==> src/rtl/errblk_pkg.sv <==
package errblk_pkg;
    typedef enum logic [1:0] {CAP_TRACK, CAP_FROZEN, CAP_AUTO} cap_state_e;
    typedef enum logic [1:0] {SIM_IDLE, SIM_ARMED, SIM_SPENT} sim_state_e;
endpackage

==> src/rtl/errblk_qualify.sv <==
module errblk_qualify
    import errblk_pkg::*;
(
    input  logic clk,
    input  logic rst_n,
    input  logic fmt_esf,
    input  logic in_sync,
    input  logic alm_sim,
    input  logic mf_strobe,
    input  logic crc_err,
    input  logic fa_err,
    output logic inc_o
);
    sim_state_e sim_q, sim_d;

    always_ff @(posedge clk or negedge rst_n) begin
        if (!rst_n) sim_q <= SIM_IDLE;
        else        sim_q <= sim_d;
    end

    always_comb begin
        sim_d = sim_q;
        unique case (sim_q)
            SIM_IDLE:  if (alm_sim) sim_d = SIM_ARMED;
            SIM_ARMED: begin
                if (!alm_sim)                    sim_d = SIM_IDLE;
                else if (mf_strobe && !fmt_esf)  sim_d = SIM_SPENT;
            end
            SIM_SPENT: if (!alm_sim) sim_d = SIM_IDLE;
            default:   sim_d = SIM_IDLE;
        endcase
    end

    always_comb begin
        if (alm_sim)
            inc_o = fmt_esf ? mf_strobe : (mf_strobe && sim_q == SIM_ARMED);
        else
            inc_o = mf_strobe && in_sync && (fa_err || (fmt_esf && crc_err));
    end


    sim_once_chk: assert property (@(posedge clk) disable iff (!rst_n)
        (sim_q == SIM_SPENT && alm_sim && !fmt_esf) |-> !inc_o);


    sim_spend_chk: assert property (@(posedge clk) disable iff (!rst_n)
        (sim_q == SIM_ARMED && alm_sim && !fmt_esf && mf_strobe) |=> sim_q == SIM_SPENT);
endmodule

==> src/rtl/errblk_count.sv <==
module errblk_count #(
    parameter int CNT_W = 16
) (
    input  logic             clk,
    input  logic             rst_n,
    input  logic             inc_i,
    input  logic             clr_i,
    output logic [CNT_W-1:0] cnt_o
);
    localparam logic [CNT_W-1:0] CNT_MAX = {CNT_W{1'b1}};
    localparam logic [CNT_W-1:0] CNT_ONE = {{(CNT_W-1){1'b0}}, 1'b1};

    logic [CNT_W-1:0] cnt_q;

    always_ff @(posedge clk or negedge rst_n) begin
        if (!rst_n)
            cnt_q <= '0;
        else if (clr_i)
            cnt_q <= inc_i ? CNT_ONE : '0;
        else if (inc_i && cnt_q != CNT_MAX)
            cnt_q <= cnt_q + CNT_ONE;
    end

    assign cnt_o = cnt_q;


    no_wrap_chk: assert property (@(posedge clk) disable iff (!rst_n)
        (cnt_q == CNT_MAX && !clr_i) |=> cnt_q == CNT_MAX);


    restart_one_chk: assert property (@(posedge clk) disable iff (!rst_n)
        (clr_i && inc_i) |=> cnt_q == CNT_ONE);


    single_step_chk: assert property (@(posedge clk) disable iff (!rst_n)
        !clr_i |=> (cnt_q == $past(cnt_q) || cnt_q == $past(cnt_q) + CNT_ONE));
endmodule

==> src/rtl/errblk_counter.sv <==
module errblk_counter
    import errblk_pkg::*;
#(
    parameter int BYTE_W = 8
) (
    input  logic              clk,
    input  logic              rst_n,
    input  logic              fmt_esf,
    input  logic              in_sync,
    input  logic              alm_sim,
    input  logic              mf_strobe,
    input  logic              crc_err,
    input  logic              fa_err,
    input  logic              latch_mode,
    input  logic              sec_tick,
    input  logic              snap_set,
    input  logic              rd_hi,
    output logic [BYTE_W-1:0] buf_lo,
    output logic [BYTE_W-1:0] buf_hi,
    output logic              snap_bit,
    output logic              sec_pulse
);
    localparam int CNT_W = 2 * BYTE_W;

    cap_state_e       state_q, state_d;
    logic [CNT_W-1:0] cnt_w, buf_q;
    logic             inc_w, clr_w, snap_edge, snap_q, pulse_q;

    errblk_qualify u_qual (
        .clk       (clk),
        .rst_n     (rst_n),
        .fmt_esf   (fmt_esf),
        .in_sync   (in_sync),
        .alm_sim   (alm_sim),
        .mf_strobe (mf_strobe),
        .crc_err   (crc_err),
        .fa_err    (fa_err),
        .inc_o     (inc_w)
    );

    assign snap_edge = snap_set && !snap_q;
    assign clr_w     = (state_q == CAP_TRACK && snap_edge) ||
                       (state_q == CAP_AUTO  && sec_tick);

    errblk_count #(.CNT_W(CNT_W)) u_cnt (
        .clk   (clk),
        .rst_n (rst_n),
        .inc_i (inc_w),
        .clr_i (clr_w),
        .cnt_o (cnt_w)
    );

    // state register
    always_ff @(posedge clk or negedge rst_n) begin
        if (!rst_n) state_q <= CAP_TRACK;
        else        state_q <= state_d;
    end

    always_comb begin
        state_d = state_q;
        unique case (state_q)
            CAP_TRACK: begin
                if (latch_mode)     state_d = CAP_AUTO;
                else if (snap_edge) state_d = CAP_FROZEN;
            end
            CAP_FROZEN: begin
                if (latch_mode)     state_d = CAP_AUTO;
                else if (rd_hi)     state_d = CAP_TRACK;
            end
            CAP_AUTO:   if (!latch_mode) state_d = CAP_TRACK;
            default:    state_d = CAP_TRACK;
        endcase
    end

    // outputs: buffer, snapshot bit, second pulse
    always_ff @(posedge clk or negedge rst_n) begin
        if (!rst_n) begin
            buf_q   <= '0;
            snap_q  <= 1'b0;
            pulse_q <= 1'b0;
        end else begin
            unique case (state_q)
                CAP_TRACK:  buf_q <= cnt_w;
                CAP_FROZEN: buf_q <= buf_q;
                CAP_AUTO:   if (sec_tick) buf_q <= cnt_w;
                default:    buf_q <= buf_q;
            endcase
            if (snap_edge)  snap_q <= 1'b1;
            else if (rd_hi) snap_q <= 1'b0;
            pulse_q <= (state_q == CAP_AUTO) && sec_tick;
        end
    end

    assign buf_lo    = buf_q[BYTE_W-1:0];
    assign buf_hi    = buf_q[CNT_W-1:BYTE_W];
    assign snap_bit  = snap_q;
    assign sec_pulse = pulse_q;


    frozen_hold_chk: assert property (@(posedge clk) disable iff (!rst_n)
        (state_q == CAP_FROZEN) |=> $stable(buf_q));


    sec_latch_chk: assert property (@(posedge clk) disable iff (!rst_n)
        (state_q == CAP_AUTO && sec_tick) |=> (sec_pulse && cnt_w <= 1));


    nosync_chk: assert property (@(posedge clk) disable iff (!rst_n)
        (!in_sync && !alm_sim && !clr_w) |=> $stable(cnt_w));


    rd_release_chk: assert property (@(posedge clk) disable iff (!rst_n)
        (state_q == CAP_FROZEN && rd_hi && !latch_mode) |=> (state_q == CAP_TRACK && !snap_q));


    auto_snap_chk: assert property (@(posedge clk) disable iff (!rst_n)
        (state_q == CAP_AUTO && !sec_tick) |=> $stable(buf_q));
endmodule

==> config.mk <==
export PLATFORM = sky130hd
export DESIGN_NAME = errblk_counter
export DESIGN_NICKNAME = d
export VERILOG_FILES = /design/src/rtl/errblk_pkg.sv /design/src/rtl/errblk_qualify.sv /design/src/rtl/errblk_count.sv /design/src/rtl/errblk_counter.sv
export SDC_FILE = /design/constraint.sdc
export NUM_CORES = 1
export LEC_CHECK = 0
export CAP_MARGIN = 5
export CORE_MARGIN = 2
export CORE_UTILIZATION = 30
export CTS_BUF_LIST = sky130_fd_sc_hd__clkbuf_4
export CTS_CLUSTER_DIAMETER = 50
export DETAILED_ROUTE_END_ITERATION = 10
export PLACE_DENSITY_LB_ADDON = 0.25
export SLEW_MARGIN = 15
export SYNTH_ARGS = -nofsm -noshare
export SYNTH_HDL_FRONTEND = slang
export SYNTH_SLANG_ARGS = --single-unit
==> constraint.sdc <==
create_clock -name clk -period 3.9 [get_ports clk]
set_clock_uncertainty 0.2 [all_clocks]
set_input_delay 0.78 -clock clk [delete_from_list [all_inputs] [get_ports clk]]
set_output_delay 0.78 -clock clk [all_outputs]
set_load 0.1 [all_outputs]
==> results of run 1 <==
-- per-stage QoR --
| stage | util (%) | std cells | power [uW] |
|---|---|---|---|
| 2_1_floorplan | - | 150 | 536 |
| 3_5_place_dp | 37.8 | 248 | 586 |
| 6_report | 38.7 | 255 | 777 |
| 5_1_grt | 38.7 | 255 | 817 |
| 4_1_cts | 38.7 | 255 | 789 |
| 3_3_place_gp | 37.8 | 248 | 583 |
-- sequential cells by signal, summed over array words and instances (netlist names) --
register,count
buf_q,16
snap_bit,1
state_q,2
sec_pulse,1
u_cnt.cnt_o,16
u_qual.sim_q,2
-- cells in the mapped netlist (all sizes together) (2+ instances only) --
| library cell | n | area (sq um) |
|---|---|---|
| a21oi | 4 | 23.8 |
| and3 | 4 | 25.0 |
| buf | 3 | 15.0 |
| dfrtp | 38 | 951 |
| inv | 3 | 11.3 |
| mux2 | 16 | 180 |
| nand2 | 11 | 41.3 |
| nand3 | 10 | 60.1 |
| nand4 | 6 | 37.5 |
| nor2 | 14 | 52.6 |
| nor2b | 5 | 31.3 |
| nor3 | 3 | 20.0 |
| nor3b | 2 | 26.3 |
| o211ai | 2 | 15.0 |
| o21ai | 4 | 31.3 |
| xor2 | 12 | 105 |
-- final cells by class --
class                   count  area (sq um)
well taps                  72          90.1
fillers                   574          3400
inverters                   3          11.3
flip-flops and latches     38           951
multi-input cells         105           747
repair buffers             30           293
clock buffers               7          52.6
-- routing by layer --
metal,global-route usage (%),vias up
li1,-,593
met1,14.3,602
met2,18.9,22
met3,3.17,10
met4,6.10,0
met5,0,-
-- worst paths after layout --
path                                      start              end
worst max-delay path                   snap_bit         snap_bit
worst min-delay path            u_qual.sim_q[1]  u_qual.sim_q[0]
worst max register to register   u_cnt.cnt_o[0]   u_cnt.cnt_o[5]
worst min register to register  u_qual.sim_q[1]  u_qual.sim_q[0]
max in group asynchronous                 rst_n         buf_q[1]
min in group asynchronous                 rst_n        buf_q[10]
-- logic make-up (layout without fill, tap and decap cells) --
group                      after synthesis  in the layout  share of synthesized area [%]
and+or+nand+nor                         59             59                           18.8
DFF                                     38             38                           55.0
muxes                                   17             17                           11.0
AOI/OAI and AO/OA                       16             16                           6.59
xor gates and xnor gates                12             12                           6.08
buffers and inverters                    7             40                           1.74
adders and majority gates                1              1                          0.724
-- power by group --
group	switching, uW	internal [uW]	leakage, uW
clock network	119	81.9	0.0000322
logic	107	46.1	0.000422
registers	13.2	410	0.000519
total	239	538	0.000974
-- layout by cell type, fill, tap and decap left out, drive strengths merged --
cell,synthesis,final
a22oi,1,1
dfrtp,38,38
a21boi,1,1
and3,4,4
nor3b,2,2
xor2,12,12
inv,3,3
and2,1,1
nand4,6,6
ha,1,1
o21ai,4,4
or3,1,1
nand2,11,11
nand3,10,10
nand4b,1,1
o211ai,2,2
o21a,1,1
nor3,3,3
mux2,16,16
or4,1,1
a21o,1,1
a211oi,1,1
a31oi,1,1
nor2b,5,5
mux2i,1,1
clkbuf,1,7
nor2,14,14
buf,3,2
clkdlybuf4s50,0,28
a21oi,4,4
==> flow_summary.json, run 1 <==
{
  "async_flop_share_pct": 100,
  "path_cells": "clkdlybuf4s50_1",
  "post-cts-setup-buffers": 0,
  "reg2regPathDepth": 7,
  "layout_setup_ws_ns": 1.05,
  "nets": 196,
  "antenna_found_initial": 0,
  "ys.flop_type": "dfrtp_1",
  "synth_warnings": 0,
  "wire_per_inst_um": 12.8,
  "cts_hold_buffers": 0,
  "syn_nets": 163,
  "cts_sinks": 38,
  "cp.required_ns": 2.92,
  "max-slew-margin-rel_pct": 34.6,
  "hold_viol": 0,
  "clk_root_buffer_cell": "clkbuf_4",
  "start_util_pct": 31.2,
  "die_h_um": 79.9,
  "wl_met3_um": 141,
  "cp.buffers_inverters": 1,
  "cp.arrival_ns": 1.87,
  "tightest_slew_ns": 0.978,
  "cts_buffers": 5,
  "status": "complete, no violations",
  "min_path_type": "reg -> reg",
  "yosys.cell_types.count": 34,
  "drive_gt1_share_pct": 17.5,
  "setup_viol_count_final": 0,
  "synth_seq_area_share_pct": 55.0,
  "fmax_mhz": 351,
  "met1_length_um": 1510,
  "grt_pass1_vias": 1302,
  "grt_max_degree": 39,
  "maxCapViolations": 0,
  "rows": 27,
  "synth-edff-count": 0,
  "boundaryPins": 30,
  "clock_path_buffers": 2,
  "dr.pass1.iters": 4,
  "path_max_fanout": 3,
  "via_count": 1227,
  "p_leak_uw": 0.000974,
  "place.gp.congestion": 0.773,
  "dieArea_sq_mm": 0.00638,
  "core_sq_mm": 0.00554,
  "p_per_area_mw_per_mm2": 362,
  "whs_path_depth": 1,
  "route.detailed.drc": 0,
  "ctsResizeCount": 0,
  "crit_type": "reg -> out",
  "avgSynthCellArea_sq_um": 11.5,
  "final.min_clock_period_ns": 2.85,
  "met2_wirelength_um": 1530,
  "pre_cts_ws_ns": 1.08,
  "period_share_pct": 73.1,
  "final_cell_area_sq_mm": 0.00214,
  "routed_wl_um": 3270,
  "setup-tns-final_ns": 0,
  "antenna_cells": 0,
  "grt_pass1_wl_um": 5760,
  "clk-insertion-delay-late_ns": 0.35,
  "grt_usage_pct": 11.7,
  "tritoncts": "yes",
  "clk_pin_slew_ns": 0.10,
  "worstSetupEndpointType": "output port",
  "synthCells": 150,
  "hold_slack_ns": 0.260,
  "critPathLaunchType": "flop",
  "syn2layout_area_growth_pct": 24.1,
  "netlist_area_sq_mm": 0.00173,
  "routed_via_density": 4.81,
  "ir_drop_uv": 136,
  "ant_nets": 0,
  "rsz0062_at_grt": "false",
  "slew_violations": 0,
  "cpLargestDelayFamily": "buffers and inverters",
  "hpwl_um": 2300,
  "port_buffers": 29,
  "place_area_sq_mm": 0.00209,
  "gr-total-overflow": 0,
  "cp_slowest_cell": "clkdlybuf4s50_1",
  "drt_iter0_drc": 68,
  "die_w_um": 79.9,
  "cpPeakStageDelay_ns": 1.14,
  "cts.htree.levels": 2,
  "synth-seq-cells": 38,
  "r2r_slack_ns": 1.61,
  "cp.depth": 1,
  "routed.top_layer": "met4"
}
Note: power is estimated with default switching activity, not from simulation.
==> inputs of run 2 (changes only) <==
clock period = 2.9 ns   (was 3.9 ns; I/O delays follow)
==> flow_summary.json, run 2 (same netlist as run 1, synthesis figures left out) <==
{
  "multi_input_area_sq_um": 747,
  "cts_buffers": 5,
  "syn2layout_area_growth_pct": 22.4,
  "final.min_clock_period_ns": 2.24,
  "cts_sinks": 38,
  "cts.htree.levels": 2,
  "path_max_fanout": 11,
  "final_common_cell": "dfrtp_1",
  "critical_path.most_common_cell": "nand3_1",
  "ant_nets": 0,
  "start_util_pct": 31.2,
  "dp_cells": 250,
  "ir_drop_uv": 282,
  "seq_area_sq_um": 951,
  "post-cts-setup-buffers": 0,
  "cts_hold_buffers": 0,
  "gr-total-overflow": 0,
  "fmax_mhz": 447,
  "clock_path_buffers": 2,
  "ctsResizeCount": 0,
  "worstSetupEndpointType": "flop",
  "max-slew-margin-rel_pct": 44.5,
  "rows": 27,
  "hpwl_um": 2450,
  "grt_pass1_wl_um": 5830,
  "cpPeakStageDelay_ns": 0.45,
  "drt_iter0_drc": 50,
  "setup_viol_count_final": 0,
  "tritoncts": "yes",
  "hold_viol": 0,
  "period_share_pct": 77.2,
  "grt_pass1_vias": 1295,
  "critPathLaunchType": "flop",
  "clk_pin_slew_ns": 0.10,
  "antenna_found_initial": 0,
  "cp.buffers_inverters": 0,
  "p_leak_uw": 0.00102,
  "clk-insertion-delay-late_ns": 0.34,
  "dieArea_sq_mm": 0.00638,
  "pre_cts_ws_ns": 0.335,
  "core_sq_mm": 0.00554,
  "min_path_type": "in -> async",
  "die_h_um": 79.9,
  "die_w_um": 79.9,
  "nets": 198,
  "routed_wl_um": 3300,
  "final_cell_area_sq_mm": 0.00211,
  "tightest_slew_ns": 0.832,
  "slew_violations": 0,
  "place.gp.congestion": 0.793,
  "layout_setup_ws_ns": 0.661,
  "port_buffers": 29,
  "cp_slowest_cell": "dfrtp_1",
  "route.detailed.drc": 0,
  "hold_slack_ns": 0.124,
  "place_area_sq_mm": 0.00206,
  "drive_gt1_share_pct": 28.1,
  "p_per_area_mw_per_mm2": 496,
  "maxCapViolations": 0,
  "fill_cells": 574,
  "clk_root_buffer_cell": "clkbuf_4",
  "dr.pass1.iters": 4,
  "crit_type": "reg -> reg",
  "status": "complete, no violations",
  "grt_max_degree": 39,
  "via_count": 1250,
  "cpLargestDelayFamily": "simple AND/OR/NAND/NOR gates",
  "rsz0062_at_grt": "false",
  "wire_per_inst_um": 12.8,
  "final_cell_mix": "dfrtp_1 (38), buf_4 (21), mux2_2 (16), nor2_1 (14), xor2_1 (12)",
  "path_cells": "ha_1 > nand3_1 > nor3_2 > nand3_1 > nand3_2 > or3_1 > a21oi_1",
  "grt_usage_pct": 11.8,
  "routed_via_density": 4.86,
  "cp.required_ns": 2.97,
  "cp.arrival_ns": 2.31,
  "antenna_cells": 0,
  "boundaryPins": 30,
  "setup-tns-final_ns": 0,
  "fin_cells": 257
}
## run 2: metal layers
layer	GRT usage, %	wire length (um)	vias to the layer above
met4	5.08	59	0
met3	3.51	142	7
li1	-	-	602
met5	0	0	-
met2	19.4	1590	25
met1	14.1	1500	616
## run 2: final cells by class
class                   count  share of cell area, %
flip-flops and latches     38                   45.0
multi-input cells         105                   35.3
inverters                   3                  0.533
well taps                  72                   4.26
clock buffers               7                   2.49
repair buffers             32                   12.4
## run 2: metrics by stage
| stage | util (%) | power [uW] |
|---|---|---|
| CTS | 38.2 | 1060 |
| detailed placement | 37.2 | 789 |
| global route | 38.2 | 1100 |
| finish | 38.2 | 1050 |
| floorplan | - | 721 |
| global placement | 37.2 | 787 |
## run 2: worst register-to-register path, delay by kind of cell, from the launching register on
family | cells | cell delay, ns
AOI/OAI and AO/OA | 1 | 0.14
adders and majority gates | 1 | 0.25
DFF | 1 | 0.45
and+or+nand+nor | 5 | 1.13
## run 2: where the power goes
| part | switching (uW) | total, uW | internal (uW) |
|---|---|---|---|
| Sequential | 18.0 | 569 | 551 |
| Combinational | 144 | 206 | 61.3 |
| Clock | 164 | 274 | 110 |
| Total | 326 | 1050 | 723 |
## run 2: final timing paths
| check | depth (start not counted) | to | slack, ns | from |
|---|---|---|---|---|
| setup reg to reg | 7 | u_cnt.cnt_o[13] | 0.66 | u_cnt.cnt_o[0] |
| hold / removal | 1 | buf_q[9] | 0.12 | rst_n |
| setup / recovery | 7 | u_cnt.cnt_o[13] | 0.66 | u_cnt.cnt_o[0] |
| hold reg to reg | 1 | u_qual.sim_q[0] | 0.27 | u_qual.sim_q[1] |
| min in group clk | 1 | u_qual.sim_q[0] | 0.27 | u_qual.sim_q[1] |
| max in group asynchronous | 1 | u_cnt.cnt_o[12] | 1.85 | rst_n |
==> inputs of run 3 (changes only) <==
clock period = 2 ns   (was 2.9 ns; I/O delays follow)
==> flow_summary.json, run 3 (same netlist as run 1, synthesis figures left out) <==
{
  "worstSetupEndpointType": "flop",
  "pre_cts_ws_ns": -0.176,
  "layout_setup_ws_ns": 0.0686,
  "routed_wl_um": 3780,
  "maxCapViolations": 0,
  "rsz0062_at_grt": "true",
  "tritoncts": "yes",
  "hpwl_um": 2690,
  "final_cell_mix": "dfrtp_1 (37), buf_12 (19), mux2_2 (16), buf_4 (16), nor2_1 (14)",
  "route.detailed.drc": 0,
  "cts_buffers": 5,
  "die_h_um": 79.9,
  "gr-total-overflow": 0,
  "pwr-share-seq_pct": 47.3,
  "min_path_type": "reg -> reg",
  "tightest_slew_ns": 0.516,
  "max-slew-margin-rel_pct": 65.6,
  "rows": 27,
  "hold_viol": 0,
  "setup-tns-final_ns": 0,
  "clk-insertion-delay-late_ns": 0.34,
  "boundaryPins": 30,
  "p_per_area_mw_per_mm2": 688,
  "die_w_um": 79.9,
  "cts_sinks": 38,
  "setup_viol_count_final": 0,
  "dieArea_sq_mm": 0.00638,
  "via_count": 1306,
  "antenna_found_initial": 0,
  "pwr-share-clk_pct": 30.5,
  "p_int_uw": 1240,
  "status": "complete, no violations",
  "grt_pass1_wl_um": 6390,
  "clk_root_buffer_cell": "clkbuf_4",
  "cp.required_ns": 2.08,
  "nets": 215,
  "p_sw_uw": 518,
  "grt_max_degree": 24,
  "p_leak_uw": 0.00118,
  "drt_iter0_drc": 44,
  "grt_usage_pct": 12.9,
  "ant_nets": 0,
  "critPathLaunchType": "flop",
  "routed_via_density": 4.75,
  "dr.pass1.iters": 4,
  "slew_violations": 0,
  "final_common_cell": "dfrtp_1",
  "place.gp.congestion": 0.801,
  "antenna_cells": 0,
  "final.min_clock_period_ns": 1.93,
  "crit_type": "reg -> reg",
  "utilization_pct": 46.2,
  "clk_pin_slew_ns": 0.12,
  "pwr-share-comb_pct": 22.2,
  "cp.arrival_ns": 2.01,
  "drive_gt1_share_pct": 37.9,
  "cts.htree.levels": 2,
  "core_sq_mm": 0.00554,
  "syn2layout_area_growth_pct": 48.1,
  "path_max_fanout": 4,
  "fmax_mhz": 518,
  "wire_per_inst_um": 13.7,
  "clock_path_buffers": 2,
  "p_sw_share_pct": 29.4,
  "ir_drop_uv": 408,
  "start_util_pct": 31.2,
  "port_buffers": 29,
  "period_share_pct": 96.6,
  "grt_pass1_vias": 1387
}
run 3: per-layer routing:
layer	up-vias	wire length (um)	share of wire, %	global-route usage [%]
met5	-	0	0	0
met4	0	63	1.7	5.08
met3	5	180	4.8	3.51
met2	31	1840	49	21.0
met1	644	1690	45	16.3
li1	626	-	-	-
run 3: final timing paths:
check	from	endpoint	slack [ns]	cells after the start
min reg2reg	u_qual.sim_q[1]	u_qual.sim_q[0]	0.26	1
max in group asynchronous	rst_n	state_q[1]	0.68	3
max	u_cnt.cnt_o[1]	u_cnt.cnt_o[13]	0.07	6
min	u_qual.sim_q[1]	u_qual.sim_q[0]	0.26	1
min in group asynchronous	rst_n	u_cnt.cnt_o[5]	0.34	2
max reg2reg	u_cnt.cnt_o[1]	u_cnt.cnt_o[13]	0.07	6
run 3: cell type report:
| type | count | area, sq um |
|---|---|---|
| well taps | 72 | 90.1 |
| clock inverters | 2 | 37.5 |
| flip-flops and latches | 38 | 952 |
| inverters | 3 | 11.3 |
| repair buffers | 49 | 632 |
| multi-input cells | 105 | 791 |
| clock buffers | 6 | 45.0 |
| fillers | 507 | 2980 |
run 3: worst max-delay path: stages, from the launching register on:
cell     delay (ns)
dfrtp_1        0.42
and3_4         0.20
and2_4         0.15
nor3b_4        0.24
nand3_2        0.15
or3_4          0.36
a21oi_2        0.15
run 3: per-stage QoR:
stage	power, uW	std cells	hold slack (ns)	cell area [sq um]
after CTS	1770	272	0.265	2490
after floorplan	1050	150	-0.0956	1730
after global routing	1860	275	0.312	2560
after detailed placement	1230	263	0.218	2400
final	1760	275	0.260	2560
after global placement	1220	263	0.204	2400
run 3: repair_timing:
action | in CTS | in global routing
hold endpoints to repair | 21 | 0
resized for setup | 0 | 11
endpoints found under the setup margin | 0 | 11
setup buffers | 0 | 2
hold buffers | 1 | 0
run 3: power groups by stage:
stage | logic (uW) | registers, uW | clock network [uW]
floorplan | 88.3 | 958 | 0
global placement | 374 | 846 | 0
detailed placement | 379 | 848 | 0
CTS | 381 | 833 | 555
global route | 418 | 839 | 602
finish | 392 | 833 | 537
